## config.mk

```make
export PLATFORM = sky130hd
export DESIGN_NAME = agg_status_tagger
export DESIGN_NICKNAME = d
export VERILOG_FILES = /design/src/rtl/abst_pkg.sv /design/src/rtl/abst_event_decode.sv /design/src/rtl/abst_position_track.sv /design/src/rtl/abst_hold_stage.sv /design/src/rtl/agg_status_tagger.sv
export SDC_FILE = /design/constraint.sdc
export NUM_CORES = 1
export LEC_CHECK = 0
export BUFFER_PORTS_ARGS = -buffer_cell sky130_fd_sc_hd__buf_2
export CORE_MARGIN = 2
export CORE_UTILIZATION = 40
export CTS_CLUSTER_DIAMETER = 50
export DETAILED_ROUTE_END_ITERATION = 8
export PLACE_DENSITY = 0.69
export SLEW_MARGIN = 20
export SYNTH_ARGS = -nofsm -noshare
export SYNTH_HDL_FRONTEND = slang
export SYNTH_SLANG_ARGS = --single-unit
```

## constraint.sdc

```tcl
create_clock -name clk -period 2.2 [get_ports clk]
set_input_delay 0.22 -clock clk [delete_from_list [all_inputs] [get_ports clk]]
set_output_delay 0.22 -clock clk [all_outputs]
set_load 0.02 [all_outputs]
```

## src/rtl/abst_pkg.sv

```systemverilog
package abst_pkg;

   typedef enum logic [2:0] {
      EV_NONE        = 3'd0,
      EV_BURST_START = 3'd1,
      EV_BURST_END   = 3'd2,
      EV_FRAME_START = 3'd3,
      EV_FRAME_END   = 3'd4,
      EV_SUB_START   = 3'd5,
      EV_SUB_END     = 3'd6,
      EV_DELIM       = 3'd7
   } ev_kind_e;

   typedef struct packed {
      logic burst_start;
      logic burst_end;
      logic frame_start;
      logic frame_end;
      logic sub_start;
      logic sub_end;
      logic delim;
   } ev_hit_t;

endpackage

```

## src/rtl/abst_event_decode.sv

```systemverilog
module abst_event_decode
   import abst_pkg::*;
(
   input  logic       ev_valid,
   input  logic [2:0] ev_kind,
   output ev_hit_t    hit
);

   always_comb begin
      hit = '0;
      if (ev_valid) begin
         case (ev_kind_e'(ev_kind))
            EV_BURST_START: hit.burst_start = 1'b1;
            EV_BURST_END:   hit.burst_end   = 1'b1;
            EV_FRAME_START: hit.frame_start = 1'b1;
            EV_FRAME_END:   hit.frame_end   = 1'b1;
            EV_SUB_START:   hit.sub_start   = 1'b1;
            EV_SUB_END:     hit.sub_end     = 1'b1;
            EV_DELIM:       hit.delim       = 1'b1;
            default:        hit             = '0;
         endcase
      end
   end

endmodule

```

## src/rtl/abst_position_track.sv

```systemverilog
module abst_position_track
   import abst_pkg::*;
#(
   parameter int NUM_W = 8
)(
   input  logic             clk,
   input  logic             rst_n,
   input  ev_hit_t          hit,
   output logic             burst_first,
   output logic             frame_first,
   output logic [NUM_W-1:0] sub_index
);

   always_ff @(posedge clk) begin
      if (!rst_n) begin
         burst_first <= 1'b1;
         frame_first <= 1'b1;
         sub_index   <= '0;
      end else if (hit.burst_start) begin
         burst_first <= 1'b1;
         frame_first <= 1'b1;
         sub_index   <= '0;
      end else if (hit.frame_start) begin
         frame_first <= 1'b1;
         sub_index   <= '0;
      end else if (hit.sub_end) begin
         burst_first <= 1'b0;
         frame_first <= 1'b0;
         sub_index   <= sub_index + 1'b1;
      end
   end

endmodule

```

## src/rtl/abst_hold_stage.sv

```systemverilog
module abst_hold_stage
   import abst_pkg::*;
#(
   parameter int NUM_W    = 8,
   parameter int CNT_W    = 12,
   parameter bit SATURATE = 1'b1
)(
   input  logic             clk,
   input  logic             rst_n,
   input  ev_hit_t          hit,
   input  logic             delim_err,
   input  logic             burst_first,
   input  logic             frame_first,
   input  logic [NUM_W-1:0] sub_index,
   output logic             rel,
   output logic             rel_first_mpdu,
   output logic             rel_last_mpdu,
   output logic             rel_first_msdu,
   output logic             rel_last_msdu,
   output logic [NUM_W-1:0] rel_num,
   output logic [CNT_W-1:0] rel_cnt,
   output logic             rel_err
);

   localparam logic [CNT_W-1:0] CNT_TOP = '1;

   logic             h_vld;
   logic             h_fmp;
   logic             h_fms;
   logic             h_lms;
   logic [NUM_W-1:0] h_num;
   logic [CNT_W-1:0] h_cnt;
   logic             h_err;
   logic [CNT_W-1:0] cnt_next;
   logic             releaser;
   logic             counting;

   generate
      if (SATURATE) begin : g_sat
         assign cnt_next = (h_cnt == CNT_TOP) ? h_cnt : h_cnt + 1'b1;
      end else begin : g_wrap
         assign cnt_next = h_cnt + 1'b1;
      end
   endgenerate

   assign releaser = hit.sub_start | hit.frame_start | hit.sub_end | hit.burst_end;
   assign counting = h_vld & h_lms & hit.delim;

   always_comb begin
      rel            = h_vld & releaser;
      rel_first_mpdu = h_fmp;
      rel_first_msdu = h_fms;
      rel_last_msdu  = h_lms;
      rel_last_mpdu  = hit.burst_end;
      rel_num        = h_num;
      rel_cnt        = hit.burst_end ? h_cnt : '0;
      rel_err        = h_lms & h_err;
   end

   always_ff @(posedge clk) begin
      if (!rst_n) begin
         h_vld <= 1'b0;
         h_fmp <= 1'b0;
         h_fms <= 1'b0;
         h_lms <= 1'b0;
         h_num <= '0;
         h_cnt <= '0;
         h_err <= 1'b0;
      end else if (hit.burst_start) begin
         h_vld <= 1'b0;
      end else if (hit.sub_end) begin
         h_vld <= 1'b1;
         h_fmp <= burst_first;
         h_fms <= frame_first;
         h_lms <= 1'b0;
         h_num <= sub_index;
         h_cnt <= '0;
         h_err <= 1'b0;
      end else if (releaser) begin
         h_vld <= 1'b0;
      end else if (hit.frame_end && h_vld) begin
         h_lms <= 1'b1;
      end else if (counting) begin
         h_cnt <= cnt_next;
         h_err <= h_err | delim_err;
      end
   end

endmodule

```

## src/rtl/agg_status_tagger.sv

```systemverilog
module agg_status_tagger
   import abst_pkg::*;
#(
   parameter int NUM_W    = 8,
   parameter int CNT_W    = 12,
   parameter bit SATURATE = 1'b1
)(
   input  logic             clk,
   input  logic             rst_n,
   input  logic             ev_valid,
   input  logic [2:0]       ev_kind,
   input  logic             ev_delim_err,
   output logic             stat_valid,
   output logic             stat_first_mpdu,
   output logic             stat_last_mpdu,
   output logic             stat_first_msdu,
   output logic             stat_last_msdu,
   output logic [NUM_W-1:0] stat_msdu_num,
   output logic [CNT_W-1:0] stat_delim_cnt,
   output logic             stat_delim_err,
   output logic             stat_done
);

   generate
      if (NUM_W < 1 || NUM_W > 16) begin : g_bad_num
         $error("agg_status_tagger: NUM_W must lie in 1..16");
      end
      if (CNT_W < 2 || CNT_W > 24) begin : g_bad_cnt
         $error("agg_status_tagger: CNT_W must lie in 2..24");
      end
   endgenerate

   ev_hit_t          hit;
   logic             burst_first;
   logic             frame_first;
   logic [NUM_W-1:0] sub_index;
   logic             rel;
   logic             rel_first_mpdu;
   logic             rel_last_mpdu;
   logic             rel_first_msdu;
   logic             rel_last_msdu;
   logic [NUM_W-1:0] rel_num;
   logic [CNT_W-1:0] rel_cnt;
   logic             rel_err;

   abst_event_decode u_dec (
      .ev_valid (ev_valid),
      .ev_kind  (ev_kind),
      .hit      (hit)
   );

   abst_position_track #(.NUM_W(NUM_W)) u_pos (
      .clk         (clk),
      .rst_n       (rst_n),
      .hit         (hit),
      .burst_first (burst_first),
      .frame_first (frame_first),
      .sub_index   (sub_index)
   );

   abst_hold_stage #(.NUM_W(NUM_W), .CNT_W(CNT_W), .SATURATE(SATURATE)) u_hold (
      .clk            (clk),
      .rst_n          (rst_n),
      .hit            (hit),
      .delim_err      (ev_delim_err),
      .burst_first    (burst_first),
      .frame_first    (frame_first),
      .sub_index      (sub_index),
      .rel            (rel),
      .rel_first_mpdu (rel_first_mpdu),
      .rel_last_mpdu  (rel_last_mpdu),
      .rel_first_msdu (rel_first_msdu),
      .rel_last_msdu  (rel_last_msdu),
      .rel_num        (rel_num),
      .rel_cnt        (rel_cnt),
      .rel_err        (rel_err)
   );

   always_ff @(posedge clk) begin
      if (!rst_n) begin
         stat_valid      <= 1'b0;
         stat_done       <= 1'b0;
         stat_first_mpdu <= 1'b0;
         stat_last_mpdu  <= 1'b0;
         stat_first_msdu <= 1'b0;
         stat_last_msdu  <= 1'b0;
         stat_msdu_num   <= '0;
         stat_delim_cnt  <= '0;
         stat_delim_err  <= 1'b0;
      end else begin
         stat_valid <= rel;
         stat_done  <= rel;
         if (rel) begin
            stat_first_mpdu <= rel_first_mpdu;
            stat_last_mpdu  <= rel_last_mpdu;
            stat_first_msdu <= rel_first_msdu;
            stat_last_msdu  <= rel_last_msdu;
            stat_msdu_num   <= rel_num;
            stat_delim_cnt  <= rel_cnt;
            stat_delim_err  <= rel_err;
         end
      end
   end

endmodule

```

After elaboration in Yosys (flattened, before gate mapping)
Index checks and enable logic that the tools add are counted.
Widths: inputs -> output; s select.
Cells by class
  bitwise logic cells: 11
  equal/unequal tests: 11
  reduce and logical (&&, ||, !) cells: 11
  add/subtract/negate cells: 2
  muxes and demuxes: 23
Operator list (count)
  $mux 12: 6
  $mux 1: 16
  $add 12x1->12 const B: 1
  $eq 12x12->1 const B: 1
  $eq 3x3->1 const B: 4
  $add 8x1->8 const B: 1
  $mux 7: 1
  $eq 3x2->1 const B: 2
  $ne 2x1->1 const B: 3
  $reduce_bool 2->1: 3
  $reduce_and 5->1: 1
  $and 1x1->1: 4
  $or 1x1->1: 4
  $reduce_and 2->1: 2
  $reduce_and 4->1: 1
  $eq 3x1->1 const B: 1
  $not 1->1: 3
  $reduce_and 3->1: 1
  $reduce_or 3->1: 1
  $reduce_or 2->1: 1
  $logic_and 1x1->1: 1
Storage, ports and cells
  bits in registers: 61
  input port bits: 7
  word-level logic and storage cells: 76
  output and inout port bits: 27

Longest topological paths before layout
Gate-level depths: netlist of the first run.
  word-level depth: 8
  depth in mapped cells: 7
  mapped depth without buffers: 5

By module
From an unflattened synthesis of the first run, not the netlist that was laid out.
Second synthesis, totals
  cell total of the unflattened synthesis: 305
  area total of the unflattened synthesis: 2847.7 um^2
Modules (own cells, without submodules)
  abst_hold_stage: seq. area each 500.5 um^2, cells an instance 171, times used 1, area an instance 1342.5 um^2
  agg_status_tagger: seq. area each 520.5 um^2, cells an instance 83, times used 1, area an instance 999.7 um^2
  abst_position_track: seq. area each 200.2 um^2, cells an instance 44, times used 1, area an instance 424.2 um^2
  abst_event_decode: seq. area each 0.0 um^2, cells an instance 7, times used 1, area an instance 81.3 um^2

Worst setup path before layout of the first run
No wires, ideal clock.
  path type: register to register
  start: register u_hold.h_cnt[0]
  end: register u_hold.h_cnt[2]
  data required time: 2.073 ns
  setup time: 0.127 ns
  arrival: 1.423 ns
  stages on the path, launching flop included: 7
  slack: 0.651 ns
  period minus slack after synthesis: 1.549 ns
  buffers on the path: 1
  cell sequence: dfxtp_1 > ha_1 > and3_1 > and4_1 > buf_4 > a211oi_1 > o22ai_1
On the way
  cells in the longest elaborated chain, start to end: 6
  elaborated cells on any way between the ends: 9
  those cells by class: add/sub (1); eq/ne (2); mux (5); reduce/logical (1)
Ends and longest elaborated chain
  start: declaration: RTL line abst_hold_stage.sv:32  | logic [CNT_W-1:0] h_cnt;
  start signal: assignment: RTL line abst_hold_stage.sv:84  | h_cnt <= cnt_next;
  $add 12x1->12: RTL line abst_hold_stage.sv:40  | assign cnt_next = (h_cnt == CNT_TOP) ? h_cnt : h_cnt + 1'b1;
  $mux 12: RTL line abst_hold_stage.sv:40
  $mux 12: RTL line abst_hold_stage.sv:83  | end else if (counting) begin
  $mux 12: RTL line abst_hold_stage.sv:81  | end else if (hit.frame_end && h_vld) begin
  $mux 12: RTL line abst_hold_stage.sv:79  | end else if (releaser) begin
  $mux 12: RTL line abst_hold_stage.sv:71  | end else if (hit.sub_end) begin
Several ways; a longest one is shown, not always the timed one. The select of a mux whose other input is x is not followed.
A chain may end at the register's enable or synchronous reset.

Worst setup path in the final report of the first run
  start: register u_hold.h_cnt[0]
  end: register u_hold.h_cnt[7]
The elaborated chain is that of the path after synthesis.

==> impl_metrics.env, run 1 <==
export IMPL_yosysWarnings=0
export IMPL_hp_class="in2reg"
export IMPL_tns_ns=0
export IMPL_crit_required_ns=2.47
export IMPL_ctsHoldBuffers=0
export IMPL_cellLeakagePower_nw=1.26
export IMPL_final_core_util_pct=47.5
export IMPL_cap_violations=0
export IMPL_drt_iter0_markers=217
export IMPL_grt_max_degree=39
export IMPL_clk_pin_slew_ns=0.06
export IMPL_synth_edf_count=0
export IMPL_syn_area_sq_um=2640
export IMPL_seq_area_frac_synth_pct=46.3
export IMPL_slew_headroom_pct=60.3
export IMPL_crit_buf_inv=0
export IMPL_rsz0062_at_grt="no"
export IMPL_status="complete, no violations"
export IMPL_dieArea_sq_um=7260
export IMPL_diodes=0
export IMPL_cts_sinks=61
export IMPL_tightestPinTransition_ns=0.592
export IMPL_critPathLaunchType="flop"
export IMPL_ys_ff_latch=61
export IMPL_cts_path_max_buffers=2
export IMPL_clock_fmax_mhz=560
export IMPL_path_max_fanout=7
export IMPL_wl_per_cell_um=13.9
export IMPL_met1_usage_pct=23.5
export IMPL_skew_ns=0.00808
export IMPL_timing_final_ws_setup_ns=0.415
export IMPL_wirelength_um=5610
export IMPL_place_gp_congestion=0.899
export IMPL_dieWidth_um=85.2
export IMPL_post_cts_buffers=0
export IMPL_synth_top_area_share_pct=46.3
export IMPL_synth_common_cells="dfxtp_1, nand2_1, nor2_1"
export IMPL_vias_per_cell=5.49
export IMPL_gr_total_overflow=0
export IMPL_dp_cells=388
export IMPL_coreArea_sq_um=6350
export IMPL_crit_arrival_ns=2.05
export IMPL_ios=34
export IMPL_synth_cell_type_count=46
export IMPL_postSynthAreaPerCell_sq_um=8.98
export IMPL_cp_end_kind="flop"
export IMPL_synthesis_nets=303
export IMPL_critPathKind="reg2reg"
export IMPL_synth_largest_area_cell="dfxtp_1"
export IMPL_grtUsageMet2_pct=23.7
export IMPL_syn_inst=294
export IMPL_area_growth_pct=14.3
export IMPL_cts_buffers=9
export IMPL_vias=2218
export IMPL_drv_slew=0
export IMPL_start_util_pct=41.6
export IMPL_port_buffers=33
export IMPL_grt_antenna_before_repair=0
export IMPL_hpwl_um=3790
export IMPL_ant_nets=0
export IMPL_die_y_um=85.2
export IMPL_clock_latency_ns=0.34
export IMPL_setup_viol=0
export IMPL_cp_top_family="simple AND/OR/NAND/NOR gates"
export IMPL_drive_above_1_share_pct=19.6
export IMPL_grt_busiest_layer="met2"
export IMPL_grt_pass1_vias=1964
export IMPL_power_density_nw_per_um2=749
export IMPL_first_pass_iters=4
export IMPL_synth_area_leaders="dfxtp_1, nand2_1, nor2_1"
export IMPL_path_cells="ha_1 > and3_1 > and4_1 > a211oi_1 > o22ai_1"
export IMPL_cts_tree="done"
export IMPL_nets=331
export IMPL_cpMaxStageDelayCell="dfxtp_1"
export IMPL_grt_usage_pct=16.8
export IMPL_ys_async_sr_fraction_pct=0
export IMPL_synth_most_common_cell="dfxtp_1"
export IMPL_ys_flop_type="dfxtp_1"
export IMPL_fin_crit_ns=1.79
export IMPL_row_count=29
export IMPL_root_buffer="clkbuf_8"
export IMPL_dp_slack_ns=0.461
export IMPL_grt_pass1_wl_um=9620
export IMPL_fin_cells=404
export IMPL_ir_drop_v=0.000630
export IMPL_slowest_delay_ns=0.43
export IMPL_cts_resized=0
export IMPL_drcViolationCount=0
export IMPL_grt_use_met3_pct=3.89
export IMPL_hold_violations=0
export IMPL_power_mw=2.26
export IMPL_fin_crit_sh_pct=81.1
export IMPL_htree_levels=3
[placed cells by master, fill, tap and decap left out, types with 2 or more instances in the layout]
master,instances
a211oi_1,5
a21boi_0,2
a21o_1,2
a21oi_1,19
a22oi_1,11
a31oi_1,4
and3_1,6
and4_1,3
buf_2,33
buf_4,5
bufinv_16,2
clkbuf_8,9
clkinv_2,3
clkinvlp_4,2
dfxtp_1,61
ha_1,2
mux2i_1,12
nand2_1,45
nand3_1,8
nand4_1,9
nor2_1,41
nor4_1,2
o211ai_1,3
o21ai_0,5
o22ai_1,4
o32ai_1,2
xor2_1,6
[sequential cells by signal (all words and copies together), names as in the netlist, 8 cells and up]
name and cells:
u_hold.rel_num 8, stat_delim_cnt 12, stat_msdu_num 8, u_hold.h_cnt 12
u_pos.sub_index 8
[path summary, 6_finish.rpt]
| path | from | end | slack [ns] | cells past startpoint |
|---|---|---|---|---|
| worst min register to register | u_hold.rel_num[5] | u_hold.rel_num[5] | 0.46 | 2 |
| worst max register to register | u_hold.h_cnt[0] | u_hold.h_cnt[7] | 0.41 | 5 |
| worst min-delay path | ev_delim_err | u_hold.h_err | 0.15 | 3 |
| worst max-delay path | u_hold.h_cnt[0] | u_hold.h_cnt[7] | 0.41 | 5 |
[area by class of cell]
cell class,instances,area (sq um)
timing repair buffer,38,203
inverter,1,3.75
clock buffer,9,124
sequential,61,1220
tap,77,96.3
fill,614,3330
clock inverter,7,90.1
multi-input combinational,211,1280
[per-stage QoR]
| stage | instance area, sq um | hold WS [ns] |
|---|---|---|
| floorplan | 2640 | 0.358 |
| global placement | 2800 | 0.433 |
| detailed placement | 2800 | 0.449 |
| CTS | 3020 | 0.135 |
| global route | 3020 | 0.167 |
| finish | 3020 | 0.146 |
[tightest hold or removal path, delay by kind of cell]
family	cells	cell delay, ns
AND/OR/NAND/NOR	1	0.07
buffers and inverters	1	0.10
AO/OA/AOI/OAI	1	0.06
[cells by family after synthesis]
family,after synthesis,synth area share [%]
simple gates,123,23.1
compound gates,67,17.4
flops,61,46.3
buf+inv,22,5.45
mux,12,4.55
xor+xnor,7,2.32
fa+ha+maj,2,0.948
[per-layer routing]
| metal | routed length (um) | vias to the layer above |
|---|---|---|
| li1 | - | 1101 |
| met1 | 2680 | 1009 |
| met2 | 2330 | 94 |
| met3 | 424 | 14 |
| met4 | 175 | 0 |
| met5 | 0 | - |
[where the power goes]
part / switching (mW) / total (mW) / internal (mW)
combinational: 0.0543 / 0.0763 / 0.0220
sequential: 0.00394 / 1.11 / 1.11
clock: 0.439 / 1.07 / 0.630
Note: power is estimated with default switching activity, not from simulation.
==> run 2: changes to the inputs <==
--- a/config.mk
+++ b/config.mk
@@ -10,7 +10,7 @@
 export CORE_UTILIZATION = 40
 export CTS_CLUSTER_DIAMETER = 50
 export DETAILED_ROUTE_END_ITERATION = 8
-export PLACE_DENSITY = 0.69
+export PLACE_DENSITY = 0.71
 export SLEW_MARGIN = 20
 export SYNTH_ARGS = -nofsm -noshare
 export SYNTH_HDL_FRONTEND = slang
==> constraint.sdc (replaced) <==
create_clock -name clk -period 1.6 [get_ports clk]
set_input_delay 0.16 -clock clk [delete_from_list [all_inputs] [get_ports clk]]
set_output_delay 0.16 -clock clk [all_outputs]
set_load 0.02 [all_outputs]
==> run 2 against run 1 <==
- first-iteration DRC count decreased by 0.92%
- setup slack got worse by 0.33 ns
- fmax increased by 18%
- final cell count increased by 3.2%
- global-route usage about the same
- clock-buffer cell count increased by 2
- via count increased by 0.23%
- hold slack got worse by 0.063 ns
- sequential power increased by 38%
- register-to-register slack got worse by 0.33 ns
- flip-flop and latch count unchanged
- critical path type unchanged
- critical endpoint is now u_hold.h_cnt[1]
- largest cell class unchanged
- largest power group unchanged
==> impl_metrics.env, run 2 (synthesis results as in run 1) <==
export IMPL_status="complete, no violations"
export IMPL_crit_required_ns=1.87
export IMPL_hold_end="u_hold.h_err"
export IMPL_grt_max_degree=39
export IMPL_skew_ns=0.00488
export IMPL_seq_power_share_pct=49.9
export IMPL_reg_largest_list="stat_delim_cnt: 12 flops, u_hold.h_cnt: 12 flops"
export IMPL_start_util_pct=41.6
export IMPL_layout_common_cells="dfxtp_1, nand2_1, nor2_1"
export IMPL_wl_per_cell_um=13.5
export IMPL_crit_arrival_ns=1.79
export IMPL_hp_class="in2reg"
export IMPL_cap_violations=0
export IMPL_slew_headroom_pct=73.1
export IMPL_dieWidth_um=85.2
export IMPL_drt_iter0_markers=215
export IMPL_cts_tree="done"
export IMPL_fin_crit_ns=1.52
export IMPL_r2r_slack_ns=0.08
export IMPL_combPwrFrac_pct=3.7
export IMPL_tightestPinTransition_ns=0.404
export IMPL_hpwl_um=3780
export IMPL_path_max_fanout=7
export IMPL_fin_crit_sh_pct=94.9
export IMPL_r2r_start="u_hold.h_cnt[0]"
export IMPL_clk_pin_slew_ns=0.07
export IMPL_cts_resized=0
export IMPL_grt_pass1_wl_um=9600
export IMPL_drive_above_1_share_pct=22.9
export IMPL_worstRegToRegCells=5
export IMPL_vias=2223
export IMPL_diodes=0
export IMPL_grt_antenna_before_repair=0
export IMPL_die_y_um=85.2
export IMPL_hp_start="ev_delim_err"
export IMPL_postLayoutCellArea_sq_um=3140
export IMPL_cts_buffers=9
export IMPL_post_cts_buffers=0
export IMPL_cellLeakagePower_nw=1.34
export IMPL_port_buffers=33
export IMPL_p_int_mw=2.36
export IMPL_p_sw_share_pct=22.9
export IMPL_row_count=29
export IMPL_final_core_util_pct=49.4
export IMPL_setup_viol=0
export IMPL_reg2reg_to="u_hold.h_cnt[1]"
export IMPL_drcViolationCount=0
export IMPL_fillers=599
export IMPL_cts_path_max_buffers=2
export IMPL_cp_end_kind="flop"
export IMPL_hold_violations=0
export IMPL_place_gp_congestion=0.991
export IMPL_nets=344
export IMPL_wirelength_um=5640
export IMPL_clock_latency_ns=0.34
export IMPL_first_pass_iters=4
export IMPL_root_buffer="clkbuf_8"
export IMPL_vias_per_cell=5.33
export IMPL_p_switching_mw=0.700
export IMPL_postPlaceCellArea_sq_um=2920
export IMPL_rsz0062_at_grt="no"
export IMPL_drv_slew=0
export IMPL_clock_fmax_mhz=658
export IMPL_area_growth_pct=18.8
export IMPL_cts_sinks=61
export IMPL_htree_levels=3
export IMPL_dieArea_sq_um=7260
export IMPL_grt_usage_pct=16.8
export IMPL_whs_path_depth=3
export IMPL_tns_ns=0
export IMPL_final_common_cell="dfxtp_1"
export IMPL_critPathLaunchType="flop"
export IMPL_p_clk_share_pct=46.4
export IMPL_critPathKind="reg2reg"
export IMPL_grt_pass1_vias=2002
export IMPL_ios=34
export IMPL_power_density_nw_per_um2=977
export IMPL_coreArea_sq_um=6350
export IMPL_ctsHoldBuffers=0
export IMPL_ir_drop_v=0.000652
export IMPL_ant_nets=0
export IMPL_gr_total_overflow=0
## run 2: cell types whose count changed in the layout (fill, tap and decap cells not counted)
cell and change:
buf_12 +2, clkinv_2 -2, clkinv_4 +1, and4_1 -1
and4_2 +1, buf_4 +11, bufinv_16 -1, clkbuf_8 +2
## run 2: final cells by class
class / instances / area (sq um) / share of cell area [%]
clock inverters: 5 / 58.8 / 1.88
flip-flops and latches: 61 / 1220 / 38.9
multi-input cells: 211 / 1280 / 40.8
well taps: 77 / 96.3 / 3.07
clock buffers: 11 / 151 / 4.83
repair buffers: 51 / 325 / 10.4
inverters: 1 / 3.75 / 0.120
## run 2: worst max-delay path by stage
stage / from / endpoint / cells after the start
2_1_floorplan: u_hold.h_cnt[0] / u_hold.h_cnt[2] / 6
3_3_place_gp: u_hold.h_cnt[0] / u_hold.h_cnt[1] / 5
3_5_place_dp: u_hold.h_cnt[0] / u_hold.h_cnt[1] / 5
4_1_cts: u_hold.h_cnt[0] / u_hold.h_cnt[1] / 5
5_1_grt: u_hold.h_cnt[0] / u_hold.h_cnt[10] / 5
6_report: u_hold.h_cnt[0] / u_hold.h_cnt[1] / 5
## run 2: worst max-delay path, stage by stage (launching register included)
cell and delay [ns]:
dfxtp_1 0.31, ha_1 0.21, and3_1 0.23, and4_2 0.31, a21oi_4 0.20, mux2i_1 0.19
## run 2: layer usage
metal	wire, um	GRT usage, %	vias up
li1	-	-	1137
met1	2830	23.0	1012
met2	2390	23.4	61
met3	269	5.06	13
met4	146	9.38	0
met5	0	0	-
## run 2: power groups by stage
stage	registers, mW	clock network [mW]	logic, mW
6_report	1.53	1.42	0.112
5_1_grt	1.53	1.52	0.123
4_1_cts	1.53	1.44	0.112
3_5_place_dp	1.56	0	0.111
3_3_place_gp	1.56	0	0.111
2_1_floorplan	1.56	0	0.0827
## run 2: per-stage QoR
step	std cells	worst slack, ns	hold WS, ns	total power [mW]
3_3_place_gp	401	0.121	0.422	1.67
6_report	417	0.0810	0.0827	3.06
4_1_cts	417	0.0526	0.0717	3.08
2_1_floorplan	294	0.0508	0.298	1.65
3_5_place_dp	401	0.0800	0.426	1.68
5_1_grt	417	0.0127	0.0643	3.17
==> run 3: changes to the inputs <==
--- a/config.mk
+++ b/config.mk
@@ -5,8 +5,8 @@
 export SDC_FILE = /design/constraint.sdc
 export NUM_CORES = 1
 export LEC_CHECK = 0
+export ABC_AREA = 1
 export BUFFER_PORTS_ARGS = -buffer_cell sky130_fd_sc_hd__buf_2
-export CORE_MARGIN = 2
 export CORE_UTILIZATION = 40
 export CTS_CLUSTER_DIAMETER = 50
 export DETAILED_ROUTE_END_ITERATION = 8
==> run 3 against run 2 <==
- hold slack worse by 0.010 ns
- fmax is 2.1% higher
- critical path depth is 4 higher
- die area is 4.7% lower
- register-to-register slack better by 0.03 ns
- sequential share of layout area is 0.33 points lower
- first-iteration DRC count is 43% lower
- combinational power is 38% higher
- power is 5.9% higher
- global-route usage is 0.83 points higher
==> impl_metrics.env, run 3 <==
export IMPL_layout_common_cells="nand2_1, dfxtp_1, nor2_1"
export IMPL_htree_levels=3
export IMPL_dieArea_sq_um=6920
export IMPL_cp_end_kind="flop"
export IMPL_cts_tree="done"
export IMPL_drv_slew=0
export IMPL_reg_largest_list="stat_delim_cnt: 12 flops, u_hold.h_cnt: 12 flops"
export IMPL_cp_top_family="simple AND/OR/NAND/NOR gates"
export IMPL_power_density_nw_per_um2=1020
export IMPL_tightestPinTransition_ns=0.475
export IMPL_ctsHoldBuffers=0
export IMPL_ios=34
export IMPL_wl_per_cell_um=11.7
export IMPL_syn_inst=364
export IMPL_synth_area_leaders="dfxtp_1, nand2_1, nor2_1"
export IMPL_drive_above_1_share_pct=19.6
export IMPL_hpwl_um=3990
export IMPL_crit_required_ns=1.83
export IMPL_slowest_delay_ns=0.36
export IMPL_syn_area_sq_um=2640
export IMPL_synth_common_cells="nand2_1, dfxtp_1, nor2_1"
export IMPL_hold_violations=0
export IMPL_ant_nets=0
export IMPL_status="complete, no violations"
export IMPL_critPathLaunchType="flop"
export IMPL_start_util_pct=41.5
export IMPL_ys_flop_type="dfxtp_1"
export IMPL_power_mw=3.24
export IMPL_regArea_sq_um=1230
export IMPL_cts_path_max_buffers=2
export IMPL_port_buffers=33
export IMPL_ys_async_sr_fraction_pct=0
export IMPL_cpMaxStageDelayCell="dfxtp_4"
export IMPL_die_y_um=83.2
export IMPL_synth_simple_gate_area_share_pct=31.4
export IMPL_grt_pass1_wl_um=9770
export IMPL_synth_most_common_cell="nand2_1"
export IMPL_grt_busiest_layer="met2"
export IMPL_grt_max_degree=27
export IMPL_nets=417
export IMPL_diodes=0
export IMPL_cts_sinks=61
export IMPL_slew_headroom_pct=68.3
export IMPL_first_pass_iters=4
export IMPL_path_cells="ha_2 > nand2_2 > nor2_4 > nand4_4 > buf_4 > nand4_1 > nand2_1 > inv_1 > nor2_1"
export IMPL_root_buffer="clkbuf_8"
export IMPL_synthesis_nets=373
export IMPL_ys_ff_latch=61
export IMPL_timing_final_ws_setup_ns=0.113
export IMPL_grt_use_met3_pct=4.77
export IMPL_synth_cell_type_count=29
export IMPL_synth_compound_area_share_pct=11.5
export IMPL_multiInputGateArea_sq_um=1210
export IMPL_synth_top_area_share_pct=46.3
export IMPL_gr_total_overflow=0
export IMPL_synth_top_family_by_area="simple AND/OR/NAND/NOR gates"
export IMPL_clock_latency_ns=0.34
export IMPL_setup_viol=0
export IMPL_coreArea_sq_um=6350
export IMPL_final_core_util_pct=50.0
export IMPL_clk_pin_slew_ns=0.07
export IMPL_fin_crit_ns=1.49
export IMPL_crit_arrival_ns=1.72
export IMPL_skew_ns=0.00930
export IMPL_fin_crit_sh_pct=92.9
export IMPL_cellLeakagePower_nw=1.43
export IMPL_postSynthAreaPerCell_sq_um=7.25
export IMPL_synthAdderAreaFrac_pct=0.949
export IMPL_drcViolationCount=0
export IMPL_area_growth_pct=20.4
export IMPL_cts_buffers=9
export IMPL_grt_usage_pct=17.6
export IMPL_critPathKind="reg2reg"
export IMPL_seq_area_frac_synth_pct=46.3
export IMPL_vias_per_cell=4.93
export IMPL_final_common_cell="nand2_1"
export IMPL_vias=2416
export IMPL_dp_slack_ns=0.0592
export IMPL_crit_buf_inv=2
export IMPL_synth_mux_area_fraction_pct=0
export IMPL_fillers=610
export IMPL_place_gp_congestion=0.841
export IMPL_grtUsageMet2_pct=28.8
export IMPL_hp_class="in2reg"
export IMPL_yosysWarnings=0
export IMPL_clock_fmax_mhz=672
export IMPL_dieWidth_um=83.2
export IMPL_grt_pass1_vias=2160
export IMPL_met1_usage_pct=21.6
export IMPL_synth_xor_area_share_pct=0.996
export IMPL_ir_drop_v=0.000561
export IMPL_path_max_fanout=7
export IMPL_grt_antenna_before_repair=0
export IMPL_cap_violations=0
export IMPL_synth_edf_count=0
export IMPL_row_count=29
export IMPL_wirelength_um=5750
export IMPL_drt_iter0_markers=122
export IMPL_synth_largest_area_cell="dfxtp_1"
run 3: power by group:
part,leakage (nW),switching [mW],internal (mW)
Sequential,0.494,0.0113,1.54
Combinational,0.823,0.104,0.0502
Clock,0.116,0.585,0.958
Total,1.43,0.700,2.54
run 3: kinds of logic after synthesis:
group,Yosys count
flops,61
compound gates,58
xor+xnor,3
fa+ha+maj,2
simple gates,186
buf+inv,54
run 3: worst reg2reg max path: stages, from the launching register on:
cell	delay, ns
dfxtp_4	0.36
ha_2	0.18
nand2_2	0.11
nor2_4	0.15
nand4_4	0.18
buf_4	0.19
nand4_1	0.06
nand2_1	0.07
inv_1	0.06
nor2_1	0.04
run 3: stage by stage:
stage | area [sq um] | TNS, ns | hold slack [ns] | std cells
global placement | 2900 | 0 | 0.412 | 471
detailed placement | 2900 | 0 | 0.416 | 471
finish | 3180 | 0 | 0.0725 | 490
floorplan | 2640 | 0 | 0.302 | 364
CTS | 3130 | 0 | 0.0636 | 487
global route | 3180 | -0.0131 | 0.0973 | 490
run 3: final cells by class:
class,instances,share of cell area (%)
Clock buffer,12,4.89
Clock inverter,4,2.21
Inverter,42,4.96
Multi-Input combinational cell,250,38.1
Sequential cell,61,38.6
Tap cell,77,3.03
Timing Repair Buffer,44,8.20
run 3: metal layers:
metal  vias up  wire, um
met5         -         0
met4         0        67
met3         4       268
met2        50      2700
met1      1110      2720
li1       1252         -
run 3: timing repair:
item,in CTS,in global routing
gates resized for setup,0,8
endpoints found under the hold margin,0,0
buffers inserted,0,2
setup endpoints to repair,0,12
run 3: worst paths after layout:
| kind | startpoint | to | slack, ns | cells past startpoint |
|---|---|---|---|---|
| max | u_hold.h_cnt[0] | u_hold.h_cnt[8] | 0.11 | 9 |
| min | ev_delim_err | u_hold.h_err | 0.07 | 3 |
| max reg2reg | u_hold.h_cnt[0] | u_hold.h_cnt[8] | 0.11 | 9 |
| min reg2reg | stat_delim_cnt[10] | stat_delim_cnt[10] | 0.45 | 2 |
